**src/rtl/rstseq_pkg.sv**
```systemverilog
package rstseq_pkg;
  typedef enum logic [2:0] {
    ST_INIT = 3'd0,
    ST_LVDW = 3'd1,
    ST_LVDR = 3'd2,
    ST_PINW = 3'd3,
    ST_RUN  = 3'd4,
    ST_WARM = 3'd5
  } seq_st_t;
endpackage

```
**src/rtl/rstseq_sync.sv**
```systemverilog
module rstseq_sync #(
  parameter int          W       = 1,
  parameter int          STAGES  = 2,
  parameter logic [W-1:0] RST_VAL = '0
) (
  input  logic         clk,
  input  logic         arst_n,
  input  logic [W-1:0] d,
  output logic [W-1:0] q
);
  logic [W-1:0] stg_q [STAGES];

  always_ff @(posedge clk or negedge arst_n) begin
    if (!arst_n) begin
      for (int i = 0; i < STAGES; i++) stg_q[i] <= RST_VAL;
    end else begin
      stg_q[0] <= d;
      for (int i = 1; i < STAGES; i++) stg_q[i] <= stg_q[i-1];
    end
  end

  assign q = stg_q[STAGES-1];
endmodule

```
**src/rtl/rstseq_timer.sv**
```systemverilog
module rstseq_timer #(
  parameter int            CW       = 8,
  parameter logic [CW-1:0] RST_LOAD = '0
) (
  input  logic          clk,
  input  logic          arst_n,
  input  logic          load,
  input  logic [CW-1:0] load_val,
  output logic          done
);
  logic [CW-1:0] cnt_q, cnt_d;

  always_comb begin
    cnt_d = cnt_q;
    if (load)              cnt_d = load_val;
    else if (cnt_q != '0)  cnt_d = cnt_q - 1'b1;
  end

  always_ff @(posedge clk or negedge arst_n) begin
    if (!arst_n) cnt_q <= RST_LOAD;
    else         cnt_q <= cnt_d;
  end

  assign done = (cnt_q == '0);
endmodule

```
**src/rtl/rstseq_pinqual.sv**
```systemverilog
module rstseq_pinqual #(
  parameter int MIN_LOW = 20,
  localparam int QW = $clog2(MIN_LOW + 1)
) (
  input  logic clk,
  input  logic arst_n,
  input  logic pin_s,
  output logic hit
);
  logic [QW-1:0] run_q, run_d;

  always_comb begin
    run_d = run_q;
    if (pin_s)                       run_d = '0;
    else if (run_q != QW'(MIN_LOW))  run_d = run_q + 1'b1;
  end

  always_ff @(posedge clk or negedge arst_n) begin
    if (!arst_n) run_q <= '0;
    else         run_q <= run_d;
  end

  assign hit = !pin_s && (run_q == QW'(MIN_LOW - 1));
endmodule

```
**src/rtl/rstseq_top.sv**
```systemverilog
module rstseq_top
  import rstseq_pkg::*;
#(
  parameter int INIT_CYCLES    = 1024,
  parameter int LVD_REL_CYCLES = 512,
  parameter int PIN_MIN_CYCLES = 64,
  parameter int SYNC_STAGES    = 2
) (
  input  logic clk,
  input  logic por_n,
  input  logic lvd_ok,
  input  logic rst_pin_n,
  input  logic boot_pin_n,
  output logic sys_rst_n,
  output logic cold_flag,
  output logic boot_single
);
  localparam int TMAX = (INIT_CYCLES > LVD_REL_CYCLES) ? INIT_CYCLES : LVD_REL_CYCLES;
  localparam int CW   = $clog2(TMAX + 1);

  logic    arst_n;
  logic    lvd_s, pin_s, boot_s;
  logic    tmr_load, tmr_done, pin_hit;
  seq_st_t st_q, st_d;
  logic    kind_q, kind_d;
  logic    rel_q, rel_d;
  logic    cold_q, cold_d;
  logic    boot_q, boot_d;

  // reset: asserted with por_n, released on the clock
  rstseq_sync #(.W(1), .STAGES(SYNC_STAGES), .RST_VAL(1'b0)) u_por_sync (
    .clk(clk), .arst_n(por_n), .d(1'b1), .q(arst_n)
  );

  rstseq_sync #(.W(3), .STAGES(SYNC_STAGES), .RST_VAL(3'b000)) u_in_sync (
    .clk(clk), .arst_n(arst_n),
    .d({lvd_ok, rst_pin_n, boot_pin_n}),
    .q({lvd_s, pin_s, boot_s})
  );

  assign tmr_load = (st_q == ST_LVDW) && lvd_s;

  rstseq_timer #(.CW(CW), .RST_LOAD(CW'(INIT_CYCLES))) u_timer (
    .clk(clk), .arst_n(arst_n), .load(tmr_load),
    .load_val(CW'(LVD_REL_CYCLES)), .done(tmr_done)
  );

  rstseq_pinqual #(.MIN_LOW(PIN_MIN_CYCLES)) u_qual (
    .clk(clk), .arst_n(arst_n), .pin_s(pin_s), .hit(pin_hit)
  );

  // next-state logic
  always_comb begin
    st_d   = st_q;
    kind_d = kind_q;
    unique case (st_q)
      ST_INIT: if (tmr_done) begin
        if (!lvd_s)      st_d = ST_LVDW;
        else if (!pin_s) st_d = ST_PINW;
        else             st_d = ST_RUN;
      end
      ST_LVDW: if (lvd_s) st_d = ST_LVDR;
      ST_LVDR: begin
        if (!lvd_s)         st_d = ST_LVDW;
        else if (tmr_done)  st_d = pin_s ? ST_RUN : ST_PINW;
      end
      ST_PINW: begin
        if (!lvd_s)     st_d = ST_LVDW;
        else if (pin_s) st_d = ST_RUN;
      end
      ST_RUN: begin
        if (!lvd_s) begin
          st_d   = ST_LVDW;
          kind_d = 1'b1;
        end else if (pin_hit) begin
          st_d   = ST_WARM;
          kind_d = 1'b0;
        end
      end
      ST_WARM: begin
        if (!lvd_s) begin
          st_d   = ST_LVDW;
          kind_d = 1'b1;
        end else if (pin_s) begin
          st_d = ST_RUN;
        end
      end
      default: st_d = ST_INIT;
    endcase
    if (st_d == ST_LVDW) kind_d = 1'b1;
  end

  always_comb begin
    rel_d  = (st_d == ST_RUN);
    cold_d = cold_q;
    boot_d = boot_q;
    if ((st_d == ST_RUN) && (st_q != ST_RUN)) begin
      cold_d = kind_q;
      boot_d = !boot_s;
    end
  end

  // registers
  always_ff @(posedge clk or negedge arst_n) begin
    if (!arst_n) begin
      st_q   <= ST_INIT;
      kind_q <= 1'b1;
      rel_q  <= 1'b0;
      cold_q <= 1'b1;
      boot_q <= 1'b0;
    end else begin
      st_q   <= st_d;
      kind_q <= kind_d;
      rel_q  <= rel_d;
      cold_q <= cold_d;
      boot_q <= boot_d;
    end
  end

  assign sys_rst_n   = rel_q;
  assign cold_flag   = cold_q;
  assign boot_single = boot_q;
endmodule

```
**config.mk**
```make
export PLATFORM = sky130hd
export DESIGN_NAME = rstseq_top
export DESIGN_NICKNAME = d
export VERILOG_FILES = /design/src/rtl/rstseq_pkg.sv /design/src/rtl/rstseq_sync.sv /design/src/rtl/rstseq_timer.sv /design/src/rtl/rstseq_pinqual.sv /design/src/rtl/rstseq_top.sv
export SDC_FILE = /design/constraint.sdc
export NUM_CORES = 1
export LEC_CHECK = 0
export BUFFER_PORTS_ARGS = -buffer_cell sky130_fd_sc_hd__buf_2
export CAP_MARGIN = 40
export CELL_PAD_IN_SITES_DETAIL_PLACEMENT = 1
export CELL_PAD_IN_SITES_GLOBAL_PLACEMENT = 2
export CORE_ASPECT_RATIO = 0.9
export CORE_MARGIN = 4
export CORE_UTILIZATION = 39
export CTS_CLUSTER_SIZE = 16
export DETAILED_ROUTE_END_ITERATION = 7
export PLACE_DENSITY_LB_ADDON = 0.3
export SYNTH_ARGS = -nofsm -noshare
export SYNTH_HDL_FRONTEND = slang
export SYNTH_SLANG_ARGS = --single-unit
```
**constraint.sdc**
```tcl
create_clock -name clk -period 1.4 [get_ports clk]
set_input_delay 0.42 -clock clk [delete_from_list [all_inputs] [get_ports clk]]
set_output_delay 0.42 -clock clk [all_outputs]
set_load 0.01 [all_outputs]
```
==> impl_metrics.env, run 1 <==
export IMPL_cts_root_buf="clkbuf_8"
export IMPL_rrSetupSlack_ps=-410
export IMPL_fp_dieW_um=75.84
export IMPL_syn_to_final_growth_pct=42.53
export IMPL_dieArea_um2=5237
export IMPL_seq_power_share_pct=34.8
export IMPL_finalClockSkew_ps=8.515
export IMPL_stdcell_area_um2=2302
export IMPL_drc=0
export IMPL_ant_nets=0
export IMPL_synthCells=152
export IMPL_ys_seq_elements=33
export IMPL_power_per_cell_area_nw_per_um2=1703
export IMPL_grt_start_max_net_pins=32
export IMPL_finalHoldViolCount=0
export IMPL_wl_per_cell_um=18.37
export IMPL_grt_pass1_vias=1452
export IMPL_ys_warn_count=0
export IMPL_place_area_um2=1941
export IMPL_clock_latency_ps=290
export IMPL_hold_class="primary input to register"
export IMPL_via_per_inst=5.488
export IMPL_syn_area_um2=1615
export IMPL_io_buffers=7
export IMPL_antenna_cells=0
export IMPL_pre_cts_ws_ps=-481.2
export IMPL_io_pins=8
export IMPL_cts_buffer_depth=2
export IMPL_layout_setup_ws_ps=-411.0
export IMPL_crit_path_cell_trace="buf_6 > or4_4 > o31a_1 > a311oi_4 > o31ai_2"
export IMPL_critPathArrivalTime_ps=2030
export IMPL_rsz0062_at_grt="yes"
export IMPL_drv_slew=0
export IMPL_max_freq_ghz=0.5522
export IMPL_yosysTopAreaCell="dfrtp_1"
export IMPL_min_period_ps=1811
export IMPL_drt_iter0_drc=60
export IMPL_setup_tns_ps=-4953
export IMPL_p_comb_share_pct=46.8
export IMPL_hpwl_um=2949
export IMPL_num_rows=21
export IMPL_antenna_found_initial=0
export IMPL_syn_nets=160
export IMPL_violations="setup timing"
export IMPL_syn_avg_cell_area_um2=10.63
export IMPL_grt_usage_pct=17.95
export IMPL_status="complete, but fails checks"
export IMPL_crit_fanout=6
export IMPL_yosysSeqAreaShare_pct=51.36
export IMPL_synth_distinct_cells=46
export IMPL_cp_end_kind="register"
export IMPL_power_internal_w=0.002503
export IMPL_gp_congestion=0.7995
export IMPL_clkSlewWorstSetupHoldPaths_ps=80
export IMPL_max_stage_delay_ps=490
export IMPL_cts_tree="yes"
export IMPL_synth_top_cell_area_share_pct=46.48
export IMPL_async_flop_share_pct=100.0
export IMPL_fin_crit_sh_pct=129.4
export IMPL_die_y_um=69.06
export IMPL_wirelength_um=4556
export IMPL_htreeDepth=2
export IMPL_switchingPower_w=0.001418
export IMPL_finalSetupViolCount=19
export IMPL_vdd_drop_max_mv=0.9568
export IMPL_fin_util_pct=59.60
export IMPL_fin_hold_ws_ps=230.9
export IMPL_fin_nets=209
export IMPL_cap_violations=0
export IMPL_grt_ovfl_total=0
export IMPL_num_vias=1361
export IMPL_p_leak_nw=0.9943
export IMPL_grt_pass1_wl_um=7093
export IMPL_drive_above_1_share_pct=47.52
export IMPL_tritoncts_num_buffers=5
export IMPL_start_util_pct=41.82
export IMPL_fill_cells=414
export IMPL_pwr_share_clk_pct=18.4
export IMPL_switching_share_pct=36.16
export IMPL_synth_area_leaders="dfrtp_1 (46%), dfstp_2 (4.9%), nor2_1 (3.3%), xnor2_1 (3.3%), a21oi_1 (3.1%)"
export IMPL_synth_edff_count=0
export IMPL_crit_path_top_delay_cell="or4_4"
export IMPL_cp_start_kind="register"
export IMPL_drtPass1Iterations=5
export IMPL_critical_path_class="register to register"
export IMPL_synthFlopType="dfrtp_1"
export IMPL_core_area_um2=3862
export IMPL_cts_sinks=33
export IMPL_cp_required_ps=1620
-- what timing repair did --
item | 4_1_cts | 5_1_grt
setup endpoints to repair | 18 | 22
buffers inserted | 5 | 4
endpoints found under the hold margin | 2 | 0
hold buffers | 1 | 0
pin swaps | 10 | 18
cloned | 0 | 0
gates resized for setup | 19 | 24
-- path summary, 6_finish.rpt --
kind | cells past startpoint | endpoint | startpoint
hold / removal | 1 | u_in_sync.stg_q[5] | lvd_ok
setup / recovery | 5 | kind_q | u_timer.cnt_q[3]
min in group asynchronous | 1 | u_in_sync.stg_q[3] | u_por_sync.q
hold reg to reg | 1 | u_in_sync.stg_q[3] | u_por_sync.q
setup reg to reg | 5 | kind_q | u_timer.cnt_q[3]
max in group asynchronous | 1 | u_timer.cnt_q[10] | u_por_sync.q
-- flip-flops by register name, summed over array words and instances, names as in the netlist, 3 cells and up --
register	flops
st_q	3
u_timer.cnt_q	11
u_in_sync.q	3
u_qual.run_q	7
u_in_sync.stg_q	3
-- metal layers --
metal | GRT usage (%) | up-vias | wire length [um]
met2 | 28.71 | 17 | 2397
met5 | 0 | - | 0
li1 | - | 639 | -
met4 | 5.243 | 0 | 27
met3 | 4.506 | 4 | 133
met1 | 23.59 | 701 | 1998
-- synthesized netlist by cell type (2+ instances only) --
cell      number
or3_2          2
or3_1          2
nor2b_1        3
a21oi_1       10
xnor2_1        6
clkbuf_1       5
nor2_1        14
dfstp_2        3
xor2_1         2
nand2b_1       5
mux2i_1        3
dfrtp_1       30
buf_6          2
nand3b_1       3
o31ai_1        2
ha_1           3
and2_1         2
inv_1          8
nor3_1         2
or4_1          4
a211oi_1       2
nand2_1        4
nand3_1        7
nor4_1         3
and3_1         2
o21ai_0        3
-- critical path: cells and delay by family (launching register included) --
family	cells	cell delay, ps
buffers and inverters	1	130
AOI/OAI and AO/OA	3	690
DFF	1	420
and+or+nand+nor	1	490
-- cell type report --
class                           count  area, um^2  share of cell area (%)
Clock buffer                        5       68.82                   2.989
Clock inverter                      3       17.52                  0.7609
Inverter                            8       30.03                   1.304
Multi-Input combinational cell    103       894.6                   38.86
Sequential cell                    33       830.8                   36.09
Tap cell                           46       57.56                   2.500
Timing Repair Buffer               50       402.9                   17.50
-- through the flow --
stage	total power, W	std cells
2_1_floorplan	0.002147	152
3_3_place_gp	0.002636	230
3_5_place_dp	0.002709	230
4_1_cts	0.003649	244
5_1_grt	0.004167	248
6_report	0.003921	248
-- cell families (layout without fill, tap and decap cells) --
group	count (synthesis)	in the layout	synth area share [%]
adders and majority gates	3	3	2.324
DFF	33	33	51.36
buffers and inverters	16	66	4.725
muxes	4	4	2.556
other	1	1	0.2322
and+or+nand+nor	59	59	21.30
xor gates and xnor gates	8	8	4.338
AOI/OAI and AO/OA	28	28	13.17
-- power by group through the flow --
| stage | clock network [W] | registers [W] | logic (W) |
|---|---|---|---|
| CTS | 0.000724 | 0.00134 | 0.00158 |
| floorplan | 0 | 0.00137 | 0.000777 |
| finish | 0.000721 | 0.00137 | 0.00183 |
| detailed placement | 0 | 0.00136 | 0.00135 |
| global route | 0.000769 | 0.00140 | 0.00200 |
| global placement | 0 | 0.00134 | 0.00130 |
-- placed cells by master (no fill, tap or decap), types with 2 or more instances in the layout --
master    instances
o31ai_1           2
or4_4             4
buf_6             8
xnor2_1           4
a21oi_2           4
xor2_1            2
and3_1            2
clkbuf_8          5
nor2_1           13
a211oi_2          2
dfrtp_1          29
nand3b_1          3
xnor2_2           2
nor3_4            2
inv_1             7
buf_2             7
dfstp_2           3
nand3_1           5
mux2i_1           3
o21ai_1           2
clkinv_2          2
and2_1            2
ha_4              2
nor2b_1           2
a21oi_1           6
nand2b_1          4
buf_4            33
or3_4             2
nand2_1           4
(Power assumes the default switching activity.)
==> inputs of run 2 (changes only) <==
--- a/config.mk
+++ b/config.mk
@@ -17,4 +17,5 @@
 export PLACE_DENSITY_LB_ADDON = 0.3
 export SYNTH_ARGS = -nofsm -noshare
 export SYNTH_HDL_FRONTEND = slang
+export SYNTH_HIERARCHICAL = 1
 export SYNTH_SLANG_ARGS = --single-unit
==> impl_metrics.env, run 2 <==
export IMPL_cap_violations=0
export IMPL_fin_crit_sh_pct=143.9
export IMPL_cp_required_ps=1620
export IMPL_route_top_layer_used="met4"
export IMPL_yosysMostFrequentCell="dfrtp_1"
export IMPL_critPathArrivalTime_ps=2230
export IMPL_met3_length_um=189
export IMPL_ant_nets=0
export IMPL_synth_edff_count=0
export IMPL_p_leak_nw=1.155
export IMPL_tritoncts_num_buffers=5
export IMPL_max_freq_ghz=0.4965
export IMPL_endpoint="cold_flag"
export IMPL_drt_iter0_drc=96
export IMPL_synth_distinct_cells=46
export IMPL_num_vias=1473
export IMPL_io_buffers=7
export IMPL_cp_startpoint="u_timer/cnt_q[8]"
export IMPL_io_pins=8
export IMPL_synth_top_cell_area_share_pct=44.84
export IMPL_p_total_w=0.004365
export IMPL_yosysTopAreaCell="dfrtp_1"
export IMPL_ys_warn_count=6
export IMPL_fin_hold_ws_ps=175.9
export IMPL_cts_tree="yes"
export IMPL_largest_register_ffs=11
export IMPL_setup_tns_ps=-7793
export IMPL_grt_usage_pct=19.11
export IMPL_grt_start_max_net_pins=24
export IMPL_wirelength_um=4935
export IMPL_violations="setup timing"
export IMPL_gp_congestion=0.8485
export IMPL_drv_slew=0
export IMPL_rsz0062_at_grt="yes"
export IMPL_clkSlewWorstSetupHoldPaths_ps=70
export IMPL_crit_path_top_delay_cell="or4_4"
export IMPL_top_regs="u_timer/cnt_q: 11 flops, u_qual/run_q: 7 flops"
export IMPL_rr_startpoint="u_timer/cnt_q[8]"
export IMPL_num_rows=22
export IMPL_max_stage_delay_ps=560
export IMPL_fp_dieW_um=77.06
export IMPL_fin_nets=241
export IMPL_dpl_cell_count=262
export IMPL_finalHoldViolCount=0
export IMPL_crit_fanout=3
export IMPL_htreeDepth=2
export IMPL_cts_sinks=33
export IMPL_core_area_um2=4101
export IMPL_synthCells=163
export IMPL_critical_path_class="register to register"
export IMPL_final_common_cell="buf_4"
export IMPL_fin_util_pct=61.84
export IMPL_layout_setup_ws_ps=-614.0
export IMPL_dr_wl_met2_um=2608
export IMPL_syn_area_um2=1674
export IMPL_final_cell_mix="buf_4 (41), dfrtp_1 (30), nand2_1 (13), nor2_1 (13), conb_1 (12)"
export IMPL_hpwl_um=2944
export IMPL_async_flop_share_pct=100.0
export IMPL_crit_path_cell_trace="or4_4 > nor3_4 > nand4bb_1 > o221a_1 > nor3_4 > mux2_4"
export IMPL_drive_above_1_share_pct=47.01
export IMPL_clock_latency_ps=300
export IMPL_grt_pass1_wl_um=8024
export IMPL_reg2reg_depth=6
export IMPL_grt_ovfl_total=0
export IMPL_cts_root_buf="clkbuf_8"
export IMPL_finalSetupViolCount=19
export IMPL_largest_register="u_timer/cnt_q"
export IMPL_rrSetupSlack_ps=-610
export IMPL_cts_buffer_depth=2
export IMPL_cp_start_kind="register"
export IMPL_min_period_ps=2014
export IMPL_syn_avg_cell_area_um2=10.27
export IMPL_met1_length_um=2045
export IMPL_dieArea_um2=5406
export IMPL_cpMostUsedCell="nor3_4"
export IMPL_yosysSeqAreaShare_pct=49.55
export IMPL_synth_top_cells_by_count="dfrtp_1 (30), nand2_1 (14), nor2_1 (14), nand2b_1 (10)"
export IMPL_vdd_drop_max_mv=0.8399
export IMPL_syn_to_final_growth_pct=51.49
export IMPL_synth_area_leaders="dfrtp_1 (45%), dfstp_2 (4.7%), nand2b_1 (3.7%), nand2_1 (3.1%), nor2_1 (3.1%)"
export IMPL_grt_pass1_vias=1600
export IMPL_via_per_inst=5.223
export IMPL_r2r_end="cold_flag"
export IMPL_synthFlopType="dfrtp_1"
export IMPL_fin_cells=282
export IMPL_status="complete, but fails checks"
export IMPL_wl_per_cell_um=17.50
export IMPL_start_util_pct=40.82
export IMPL_hold_class="register to async pin"
export IMPL_antenna_found_initial=0
export IMPL_drtPass1Iterations=4
export IMPL_cp_end_kind="register"
export IMPL_ys_seq_elements=33
export IMPL_die_y_um=70.16
export IMPL_finalClockSkew_ps=7.116
export IMPL_power_per_cell_area_nw_per_um2=1721
export IMPL_drc=0
export IMPL_fill_cells=440
export IMPL_antenna_cells=0
run 2: cell count changes in the layout (fill, tap and decap cells not counted), moves of 3 or more:
cell,delta
inv_2,+3
conb_1,+11
nand2b_1,+6
buf_6,+3
nand2_1,+9
nand3b_1,-3
a21oi_1,-4
mux2_4,+4
buf_4,+8
inv_1,-4
run 2: timing repair:
action	4_1_cts	5_1_grt
resized for setup	32	20
buffers inserted	10	5
pin swaps	14	14
hold buffers	1	0
gates cloned	0	0
endpoints found under the hold margin	2	0
setup endpoints to repair	19	21
run 2: metal layers:
metal / vias up / track usage, %
met1: 737 / 22.27
met4: 0 / 6.719
li1: 699 / -
met5: - / 0
met3: 12 / 4.897
met2: 25 / 33.95
run 2: where the power goes:
group	leakage [nW]	switching, W	internal, W
clock network	0.0574	0.000378	0.000579
logic	0.691	0.000961	0.00104
registers	0.406	0.000197	0.00121
total	1.15	0.00154	0.00283
run 2: worst max-delay path, delay by kind of cell, from the launching register on:
| family | cells | cell delay, ps |
|---|---|---|
| mux | 1 | 310 |
| compound gates | 1 | 160 |
| flops | 1 | 390 |
| simple gates | 4 | 1060 |
run 2: layout make-up:
type / count / area (um^2) / area share (%)
inverter: 7 / 26.28 / 1.036
clock buffer: 6 / 82.58 / 3.256
tap: 48 / 60.06 / 2.368
sequential: 33 / 829.5 / 32.71
multi-input combinational: 125 / 1003 / 39.57
timing repair buffer: 61 / 496.7 / 19.59
clock inverter: 2 / 37.54 / 1.480
run 2: worst min-delay path by stage:
stage,to,slack (ps),depth (start not counted)
floorplan,u_por_sync/q,120,0
global placement,u_timer/cnt_q[1],160,0
detailed placement,u_timer/cnt_q[1],180,0
CTS,u_in_sync/stg_q[4],190,0
global route,u_in_sync/stg_q[4],200,1
finish,u_in_sync/stg_q[5],180,0
run 2: cell families (layout without fill, tap and decap cells):
group / count (synthesis) / in the layout / share of synthesized area [%]
buf+inv: 15 / 76 / 4.260
simple gates: 64 / 64 / 21.30
fa+ha+maj: 3 / 3 / 2.242
xor+xnor: 8 / 8 / 4.186
flops: 33 / 33 / 49.55
mux: 7 / 7 / 4.783
compound gates: 31 / 31 / 13.23
other cells: 2 / 12 / 0.4486
run 2: per-stage QoR:
stage	worst slack (ps)	instance area, um^2
after CTS	-575.1	2425
after detailed placement	-635.6	2097
after floorplan	-787.8	1722
final	-614.0	2536
after global placement	-611.7	2097
after global routing	-733.9	2536
